### src/rtl/phy_mode_pkg.sv
package phy_mode_pkg;
  localparam int REG_W      = 16;
  localparam int B_SRST     = 15;
  localparam int B_LOOP     = 14;
  localparam int B_SPEED    = 13;
  localparam int B_ANEN     = 12;
  localparam int B_DUPLEX   = 8;
  localparam int B_COLKEEP  = 7;
  localparam logic [REG_W-1:0] CTL_DEFAULT = 16'h3100;
  localparam logic [REG_W-1:0] CTL_MASK =
    (16'h1 << B_LOOP) | (16'h1 << B_SPEED) | (16'h1 << B_ANEN) |
    (16'h1 << B_DUPLEX) | (16'h1 << B_COLKEEP);
  localparam logic [REG_W-1:0] HW_HIDE = (16'h1 << B_SPEED) | (16'h1 << B_ANEN);
endpackage

### src/rtl/pmc_ctl_reg.sv
module pmc_ctl_reg
  import phy_mode_pkg::*;
(
  input  logic             clk,
  input  logic             rst,
  input  logic             wr,
  input  logic             rd,
  input  logic [REG_W-1:0] wdata,
  input  logic             hw_mode,
  output logic [REG_W-1:0] ctl,
  output logic [REG_W-1:0] rdata
);
  always_ff @(posedge clk) begin
    if (rst) begin
      ctl <= CTL_DEFAULT;
    end else if (wr) begin
      if (wdata[B_SRST]) ctl <= CTL_DEFAULT;
      else               ctl <= wdata & CTL_MASK;
    end
  end

  always_ff @(posedge clk) begin
    if (rst) begin
      rdata <= '0;
    end else if (rd) begin
      rdata <= hw_mode ? (ctl & ~HW_HIDE) : ctl;
    end
  end
endmodule

### src/rtl/pmc_resolve.sv
module pmc_resolve
  import phy_mode_pkg::*;
(
  input  logic             clk,
  input  logic             rst,
  input  logic [REG_W-1:0] ctl,
  input  logic             strap_sw,
  input  logic             strap_rate100,
  input  logic             strap_an_sel,
  input  logic             an_done,
  input  logic             an_speed100,
  input  logic             an_full_dup,
  input  logic             link_up,
  output logic             eff_speed100,
  output logic             eff_full_dup,
  output logic             eff_an_en,
  output logic             lpbk_on,
  output logic             line_tx_en,
  output logic             line_rx_en,
  output logic             col_det_en,
  output logic             speed_stat
);
  logic an_en_n, spd_n, dup_n, loop_n;

  always_comb begin
    an_en_n = strap_sw ? ctl[B_ANEN] : strap_an_sel;
    if (an_en_n) begin
      spd_n = an_done & an_speed100;
      dup_n = an_done & an_full_dup;
    end else begin
      spd_n = strap_sw ? ctl[B_SPEED] : strap_rate100;
      dup_n = ctl[B_DUPLEX];
    end
    loop_n = ctl[B_LOOP];
  end

  always_ff @(posedge clk) begin
    if (rst) begin
      eff_speed100 <= 1'b0;
      eff_full_dup <= 1'b0;
      eff_an_en    <= 1'b0;
      lpbk_on      <= 1'b0;
      line_tx_en   <= 1'b1;
      line_rx_en   <= 1'b1;
      col_det_en   <= 1'b1;
      speed_stat   <= 1'b0;
    end else begin
      eff_speed100 <= spd_n;
      eff_full_dup <= dup_n;
      eff_an_en    <= an_en_n;
      lpbk_on      <= loop_n;
      line_tx_en   <= ~loop_n;
      line_rx_en   <= ~loop_n;
      col_det_en   <= ~loop_n | ctl[B_COLKEEP];
      if (link_up) speed_stat <= spd_n;
    end
  end
endmodule

### src/rtl/pmc_loop.sv
module pmc_loop #(
  parameter int DATA_W = 4,
  parameter int LAT    = 3
) (
  input  logic              clk,
  input  logic              rst,
  input  logic              en,
  input  logic              tx_en,
  input  logic [DATA_W-1:0] txd,
  output logic              rx_dv,
  output logic [DATA_W-1:0] rxd
);
  localparam int LAST = LAT - 1;

  logic [LAT-1:0]    dv_q;
  logic [DATA_W-1:0] d_q [LAT];

  always_ff @(posedge clk) begin
    if (rst) begin
      dv_q   <= '0;
      d_q[0] <= '0;
    end else begin
      dv_q[0] <= en & tx_en;
      d_q[0]  <= (en & tx_en) ? txd : '0;
    end
  end

  for (genvar s = 1; s < LAT; s++) begin : g_stage
    always_ff @(posedge clk) begin
      if (rst) begin
        dv_q[s] <= 1'b0;
        d_q[s]  <= '0;
      end else begin
        dv_q[s] <= dv_q[s-1];
        d_q[s]  <= d_q[s-1];
      end
    end
  end

  assign rx_dv = dv_q[LAST];
  assign rxd   = d_q[LAST];
endmodule

### src/rtl/phy_mode_ctrl.sv
module phy_mode_ctrl
  import phy_mode_pkg::*;
#(
  parameter int DATA_W   = 4,
  parameter int LOOP_LAT = 3
) (
  input  logic              clk,
  input  logic              rst,
  input  logic              mgmt_wr,
  input  logic              mgmt_rd,
  input  logic [15:0]       mgmt_wdata,
  output logic [15:0]       mgmt_rdata,
  input  logic              strap_sw,
  input  logic              strap_rate100,
  input  logic              strap_an_sel,
  input  logic              an_done,
  input  logic              an_speed100,
  input  logic              an_full_dup,
  input  logic              link_up,
  input  logic              tx_en,
  input  logic [DATA_W-1:0] txd,
  output logic              rx_dv,
  output logic [DATA_W-1:0] rxd,
  output logic              eff_speed100,
  output logic              eff_full_dup,
  output logic              eff_an_en,
  output logic              lpbk_on,
  output logic              line_tx_en,
  output logic              line_rx_en,
  output logic              col_det_en,
  output logic              speed_stat
);
  logic [REG_W-1:0] ctl;

  pmc_ctl_reg u_reg (
    .clk(clk), .rst(rst), .wr(mgmt_wr), .rd(mgmt_rd), .wdata(mgmt_wdata),
    .hw_mode(~strap_sw), .ctl(ctl), .rdata(mgmt_rdata)
  );

  pmc_resolve u_res (
    .clk(clk), .rst(rst), .ctl(ctl), .strap_sw(strap_sw),
    .strap_rate100(strap_rate100), .strap_an_sel(strap_an_sel),
    .an_done(an_done), .an_speed100(an_speed100), .an_full_dup(an_full_dup),
    .link_up(link_up), .eff_speed100(eff_speed100), .eff_full_dup(eff_full_dup),
    .eff_an_en(eff_an_en), .lpbk_on(lpbk_on), .line_tx_en(line_tx_en),
    .line_rx_en(line_rx_en), .col_det_en(col_det_en), .speed_stat(speed_stat)
  );

  pmc_loop #(.DATA_W(DATA_W), .LAT(LOOP_LAT)) u_loop (
    .clk(clk), .rst(rst), .en(ctl[B_LOOP]), .tx_en(tx_en), .txd(txd),
    .rx_dv(rx_dv), .rxd(rxd)
  );
endmodule

### config.mk
export PLATFORM = sky130hd
export DESIGN_NAME = phy_mode_ctrl
export DESIGN_NICKNAME = d
export VERILOG_FILES = /design/src/rtl/phy_mode_pkg.sv /design/src/rtl/pmc_ctl_reg.sv /design/src/rtl/pmc_resolve.sv /design/src/rtl/pmc_loop.sv /design/src/rtl/phy_mode_ctrl.sv
export SDC_FILE = /design/constraint.sdc
export NUM_CORES = 1
export LEC_CHECK = 0
export BUFFER_PORTS_ARGS = -buffer_cell sky130_fd_sc_hd__buf_2
export CAP_MARGIN = 20
export CORE_MARGIN = 2
export CORE_UTILIZATION = 44
export CTS_CLUSTER_DIAMETER = 30
export DETAILED_ROUTE_END_ITERATION = 16
export PLACE_DENSITY = 0.84
export RECOVER_POWER = 50
export SLEW_MARGIN = 20
export SYNTH_ARGS = -nofsm -noshare
export SYNTH_HDL_FRONTEND = slang
export SYNTH_HIERARCHICAL = 1
export SYNTH_SLANG_ARGS = --single-unit
export TNS_END_PERCENT = 30
### constraint.sdc
create_clock -name clk -period 1.3 [get_ports clk]
set_input_delay 0.26 -clock clk [delete_from_list [all_inputs] [get_ports clk]]
set_output_delay 0.26 -clock clk [all_outputs]
set_load 0.01 [all_outputs]
# After elaboration in Yosys (flattened, before gate mapping)
# Memories as Yosys holds them, arrays and structs flattened.
# Cells that the tools add are included.
[word_totals]
memories = 1
romBits = 0
out_inout_bits = 29
ff_bits = 37
latch_bits = 0
input_bits = 32
wordCells = 31
ramBits = 12
[mem_list]
columns = ["memory", "depth", "width", "rd", "rd_ports_with_merged_regs", "write_ports", "line_no", "text"]
rows = [
  ["u_loop.d_q", 3, 4, 3, 0, 3, "pmc_loop.sv:16", "logic [DATA_W-1:0] d_q [LAT];"],
]
[op_classes]
bitwise_logic = 8
n_lt_le_gt_ge = 0
n_div = 0
shifts = 0
eq_ne = 0
mul = 0
n_reduce_logical = 0
muxes = 13
n_addsub = 0
[op_table]
columns = ["operator", "n"]
rows = [
  ["$mux 4", 4],
  ["$mux 15", 1],
  ["$mux 14", 1],
  ["$mux 1", 7],
  ["$or 1x1->1", 4],
  ["$and 1x1->1", 3],
  ["$not 1->1", 1],
]

# Logic depth before layout (Yosys ltp)
# Gate-level depths: netlist (run 1).
[logic_depth]
ltp_word = 3
mapped_depth = 3
mapped_depth_nobuf = 3

# By module
# Netlist (run 1), hierarchy kept.
[by_module_without_submodules]
columns = ["mod", "cells_each", "area_per_inst_um2", "n_inst"]
rows = [
  ["pmc_ctl_reg", 63, 556.8, 1],
  ["pmc_loop", 27, 352.8, 1],
  ["pmc_resolve", 24, 256.5, 1],
  ["phy_mode_ctrl", 1, 3.8, 1],
]

# Least setup slack after synthesis (run 1)
# No wires, ideal clock.
[synth_path]
path_type = "flip-flop to flip-flop"
startpoint = "register u_reg.ctl[12]"
endpoint = "register u_res.speed_stat"
path_stages_with_launch = 4
setup_ns = 0.128
path_buffers = 0
path_slack_ns = 0.256
arrival_ns = 0.916
path_cell_list = "dfxtp_1 mux2_4 a221oi_2 a211oi_1"
[synth_between]
elab_chain_cells = 2
[synth_rtl]
columns = ["element", "line_no", "text"]
rows = [
  ["from (decl)", "pmc_ctl_reg.sv:10", "output logic [REG_W-1:0] ctl,"],
  ["from (signal assigned)", "pmc_ctl_reg.sv:18", "else ctl <= wdata & CTL_MASK;"],
  ["$mux 1", "pmc_resolve.sv:26", "an_en_n = strap_sw ? ctl[B_ANEN] : strap_an_sel;"],
  ["$mux 1", "pmc_resolve.sv:27", "if (an_en_n) begin"],
  ["to (signal assigned)", "pmc_resolve.sv:55", "if (link_up) speed_stat <= spd_n;"],
  ["to (decl)", "pmc_resolve.sv:21", "output logic speed_stat"],
]
# Every way passes these cells.
# A chain may end at the register's enable or synchronous reset.

# Final worst setup path (run 1)
# Ends and elaborated chain as after synthesis.

==> results.py, run 1 <==
metrics = {
    "run_status": {
        "result_of_the_run": "completed",
    },
    "placement": {
        "numPortBuffers": 38,
        "place.gp.congestion": 0.634,
        "place.detailed.hpwl_microns": 1360,
        "dp_worst_setup_slack_ps": 97.1,
        "detailed_place.area_sq_um": 1230,
    },
    "route": {
        "wl_per_cell_microns": 10.3,
        "via_per_inst": 4.49,
        "postRouteAntennaNets": 0,
        "route.vias.total": 785,
        "remaining_drc_errors": 0,
        "wl_microns": 1800,
        "drtPass1Iterations": 3,
        "drt_iter0_drc": 9,
    },
    "finish": {
        "multi_input_area_sq_um": 412,
        "layout_common_cells": "buf_2 (38), dfxtp_1 (29), conb_1 (12)",
        "seq_area_sq_um": 581,
        "diode_count": 0,
        "fillerInstances": 244,
        "final_layout_size_suffix_gt1_share_pct": 32.4,
        "final_cell_area_sq_um": 1280,
        "areaGrowthSynthToFinish_pct": 18.1,
        "most_common_library_cell_in_the_layout_ignoring_fill_and_taps": "buf_2",
        "postLayoutCoreUtil_pct": 53.3,
        "finish.net_count": 176,
    },
    "critical_path": {
        "critical_path_required_ps": 1490,
        "endpoint_kind": "flip-flop",
        "timing.setup.critical_path_class": "reg2reg",
        "setup.worst_path.start_class": "flip-flop",
        "crit_arrival_ps": 1340,
        "regToRegSetupSlack_ps": 150,
        "crit-reg2reg-capture": "u_res/speed_stat",
        "peak_fanout_along_the_critical_path": 5,
        "reg2reg_depth": 3,
        "critical_path.reg2reg.startpoint": "u_reg/ctl[12]",
    },
    "hold_path": {
        "holdPathStages": 2,
        "worst_hold_path_type": "in2reg",
        "holdCritStartpoint": "link_up",
        "hold-path-endpoint": "u_res/speed_stat",
    },
    "clock_tree": {
        "cts.clk_slew.worst_paths_ps": 80,
        "cts_htree_levels": 2,
        "tritoncts": "built",
        "postCtsSetupBuffers": 0,
        "clkSinkCount": 29,
        "tritoncts.num_buffers": 5,
        "clock_tree.buffer_depth": 2,
        "holdBufCountCts": 0,
        "post_cts_resized": 0,
        "clkLatencyLatePin_ps": 320,
        "cts_root_buffer": "clkbuf_4",
    },
    "global_route": {
        "number_of_antenna_violations_at_the_first_check_in_global_routing": 0,
        "grt_pass1_wl_microns": 2820,
        "grt-ovfl-total": 0,
        "globalRouteTotalUtil_pct": 14.5,
        "first_global_vias": 646,
        "grt_start_max_net_pins": 31,
    },
    "timing": {
        "setup_repair_after_global_routing_missed_its_margin": "false",
        "count_of_final_max_slew_check_failures": 0,
        "max_clock_freq_mhz": 871,
        "fin_crit_sh_pct": 88.3,
        "min_clock_period_post_route_ps": 1150,
        "finalHoldViolations": 0,
        "finalWorstSetupSlack_ps": 152,
        "clock-skew-final_ps": 5.58,
        "setup_violations": 0,
        "setup_tns_ps": 0,
    },
    "power_and_ir_drop": {
        "leakagePower_uw": 0.000648,
        "pwr_density_cell_nw_per_um2": 1220,
        "vdd.ir_drop.worst_uv": 705,
        "p_total_uw": 1570,
    },
    "logic_synthesis": {
        "synthesis.instances": 104,
        "syn_avg_cell_area_sq_um": 10.5,
        "synthesis.area_sq_um": 1090,
        "yosysWarnings": 9,
    },
    "floorplanning": {
        "floorplan.initialDensity_pct": 45.1,
        "die_x_extent_microns": 53.7,
        "num_rows": 18,
        "pin_count": 61,
        "die_area_sq_um": 2880,
        "die_height_microns": 53.7,
        "placeableCoreArea_sq_um": 2410,
    },
    "run": {
        "cap_viol_max_count": 0,
    },
}
how the worst max path moves through the flow:
stage | start | end | slack (ps)
final | u_reg/ctl[12] | u_res/speed_stat | 150
after global routing | u_reg/ctl[12] | u_res/speed_stat | 60
after CTS | u_reg/ctl[12] | u_res/speed_stat | 150
after detailed placement | strap_sw | u_res/speed_stat | 100
after global placement | strap_sw | u_res/speed_stat | 110
after floorplan | u_reg/ctl[12] | u_res/speed_stat | 260
final cells by class:
cell class	count	area share [%]
flip-flops and latches	29	45.2
multi-input cells	67	32.1
repair buffers	39	15.4
clock buffers	8	3.80
well taps	30	2.92
inverters	2	0.585
power breakdown:
part	internal [uW]	switching, uW
combinational	70.8	84.2
sequential	914	12.4
clock	215	276
worst max-delay path: stages, from the launching register on:
cell	delay, ps
dfxtp_1	350
mux2_4	280
a221oi_2	280
a211oi_1	110
sequential cells by signal, summed over array words and instances, names as in the netlist:
signal / flops
u_loop/d_q: 12
u_reg/ctl: 5
u_reg/rdata: 5
u_res/col_det_en: 1
u_res/eff_an_en: 1
u_res/eff_full_dup: 1
u_res/eff_speed100: 1
u_res/line_rx_en: 1
u_res/lpbk_on: 1
u_res/speed_stat: 1
layer usage:
layer	track usage, %	share of wire, %	up-vias
met5	0	0	-
met4	10.3	2.4	0
met3	6.11	8.9	5
met2	21.7	49	29
met1	16.3	40	353
li1	-	-	398
stage by stage:
stage,hold slack [ps],std cells
after global placement,413,167
final,127,175
after global routing,120,175
after floorplan,329,114
after detailed placement,421,167
after CTS,112,175
Note: power is estimated with default switching activity, not from simulation.
==> run 2, diff against run 1 <==
--- a/config.mk
+++ b/config.mk
@@ -5,6 +5,7 @@
 export SDC_FILE = /design/constraint.sdc
 export NUM_CORES = 1
 export LEC_CHECK = 0
+export ABC_AREA = 1
 export BUFFER_PORTS_ARGS = -buffer_cell sky130_fd_sc_hd__buf_2
 export CAP_MARGIN = 20
 export CORE_MARGIN = 2
==> run 2 against run 1 <==
Compared with the run above: critical path depth fell by 2; setup slack improved by 110 ps; flip-flop and latch count did not move; clock skew barely moved; utilization rose by 1.2 points; cell count rose by 20%; die area rose by 1.8%; register-to-register slack improved by 210 ps; largest cell class unchanged; total power rose by 8.6%; sequential power rose by 1%; non-clock buffer count did not move.
==> results.py, run 2 <==
metrics = {
    "timing": {
        "setup_violations": 0,
        "count_of_final_max_slew_check_failures": 0,
        "fin_crit_sh_pct": 79.7,
        "setup_tns_ps": 0,
        "finalWorstSetupSlack_ps": 264,
        "min_clock_period_post_route_ps": 1040,
        "setup_repair_after_global_routing_missed_its_margin": "false",
        "max_clock_freq_mhz": 965,
        "finalHoldViolations": 0,
        "clock-skew-final_ps": 6.00,
    },
    "floorplanning": {
        "die_area_sq_um": 2940,
        "placeableCoreArea_sq_um": 2430,
        "floorplan.initialDensity_pct": 45.6,
        "pin_count": 61,
        "num_rows": 18,
        "die_height_microns": 54.2,
        "die_x_extent_microns": 54.2,
    },
    "finish": {
        "top_regs": "u_loop/d_q: 12 flops, u_reg/ctl: 5 flops, u_reg/rdata: 5 flops",
        "layout_common_cells": "buf_2 (37), dfxtp_1 (29), inv_1 (22)",
        "areaGrowthSynthToFinish_pct": 19.5,
        "final_layout_size_suffix_gt1_share_pct": 31.7,
        "top_register": "u_loop/d_q",
        "finish.net_count": 211,
        "most_common_library_cell_in_the_layout_ignoring_fill_and_taps": "buf_2",
        "diode_count": 0,
        "postLayoutCoreUtil_pct": 54.5,
        "multi_input_area_sq_um": 345,
        "max_ffs_per_register": 12,
        "fillerInstances": 234,
        "seq_area_sq_um": 581,
        "final_cell_area_sq_um": 1330,
    },
    "clock_tree": {
        "tritoncts.num_buffers": 5,
        "postCtsSetupBuffers": 0,
        "holdBufCountCts": 0,
        "post_cts_resized": 0,
        "cts.clk_slew.worst_paths_ps": 90,
        "tritoncts": "built",
        "cts_root_buffer": "clkbuf_4",
        "cts_htree_levels": 2,
        "clkLatencyLatePin_ps": 310,
        "clock_tree.buffer_depth": 2,
        "clkSinkCount": 29,
    },
    "global_route": {
        "globalRouteTotalUtil_pct": 13.1,
        "grt_start_max_net_pins": 11,
        "grt_pass1_wl_microns": 2690,
        "grt-ovfl-total": 0,
        "first_global_vias": 689,
        "number_of_antenna_violations_at_the_first_check_in_global_routing": 0,
    },
    "placement": {
        "place.detailed.hpwl_microns": 1390,
        "dp_worst_setup_slack_ps": 304,
        "detailed_place.area_sq_um": 1270,
        "numPortBuffers": 38,
        "place.gp.congestion": 0.693,
    },
    "critical_path": {
        "cp_num_buf_inv": 1,
        "peak_fanout_along_the_critical_path": 2,
        "critical_path_required_ps": 1040,
        "endpoint_kind": "output port",
        "cp_top_family": "flip-flops",
        "setup.worst_path.start_class": "flip-flop",
        "crit_path_cell_trace": "buf_2",
        "slowest_delay_ps": 340,
        "timing.setup.critical_path_class": "reg2out",
        "critical-path-slowest-cell": "dfxtp_1",
        "crit_arrival_ps": 780,
    },
    "power_and_ir_drop": {
        "leakagePower_uw": 0.000715,
        "vdd.ir_drop.worst_uv": 776,
        "pwr_density_cell_nw_per_um2": 1290,
        "p_total_uw": 1710,
    },
    "route": {
        "wl_microns": 1800,
        "remaining_drc_errors": 0,
        "wl_per_cell_microns": 8.57,
        "via_per_inst": 4.16,
        "drt_iter0_drc": 7,
        "route.vias.total": 873,
        "drtPass1Iterations": 6,
        "postRouteAntennaNets": 0,
    },
    "logic_synthesis": {
        "syn_avg_cell_area_sq_um": 8.09,
        "yosysWarnings": 9,
        "synthesis.area_sq_um": 1110,
        "synthesis.instances": 137,
    },
    "hold_path": {
        "worst_hold_path_type": "in2reg",
    },
    "run": {
        "cap_viol_max_count": 0,
    },
    "run_status": {
        "result_of_the_run": "completed",
    },
}
[run 2: cell types whose count changed in the layout (fill, tap and decap cells not counted), moves of 6 or more]
cell,change
and2b_1,-6
nand2b_1,-6
nand2_1,+17
inv_1,+20
nand3_1,+8
nor2_1,+8
o21ai_0,+8
[run 2: final cells by class]
| cell class | count | area share, % |
|---|---|---|
| Sequential cell | 29 | 43.8 |
| Tap cell | 30 | 2.83 |
| Multi-Input combinational cell | 78 | 26.1 |
| Inverter | 26 | 7.46 |
| Clock inverter | 1 | 0.378 |
| Timing Repair Buffer | 39 | 14.5 |
| Clock buffer | 7 | 4.91 |
[run 2: path summary, 6_finish.rpt]
path                                        from               end  slack, ps  depth (start not counted)
worst min-delay path                      txd[3]  u_loop/d_q[0][3]        170                          3
worst min register to register  u_loop/d_q[0][2]  u_loop/d_q[1][2]        400                          2
worst max register to register     u_reg/ctl[12]  u_res/speed_stat        360                          7
worst max-delay path              u_reg/rdata[8]     mgmt_rdata[8]        260                          1
[run 2: power breakdown]
part | switching [uW] | internal (uW)
registers | 15.0 | 920
logic | 103 | 66.8
clock network | 290 | 313
total | 409 | 1300
[run 2: per-layer routing]
| layer | track usage (%) | vias up | wire length (microns) |
|---|---|---|---|
| met3 | 4.17 | 5 | 122 |
| met5 | 0 | - | 0 |
| met2 | 20.7 | 31 | 864 |
| met1 | 15.1 | 369 | 771 |
| li1 | - | 468 | - |
| met4 | 8.75 | 0 | 41 |
[run 2: stage by stage]
stage	hold slack, ps	std cells
finish	169	210
floorplan	329	147
global placement	393	202
global route	155	210
CTS	155	210
detailed placement	396	202
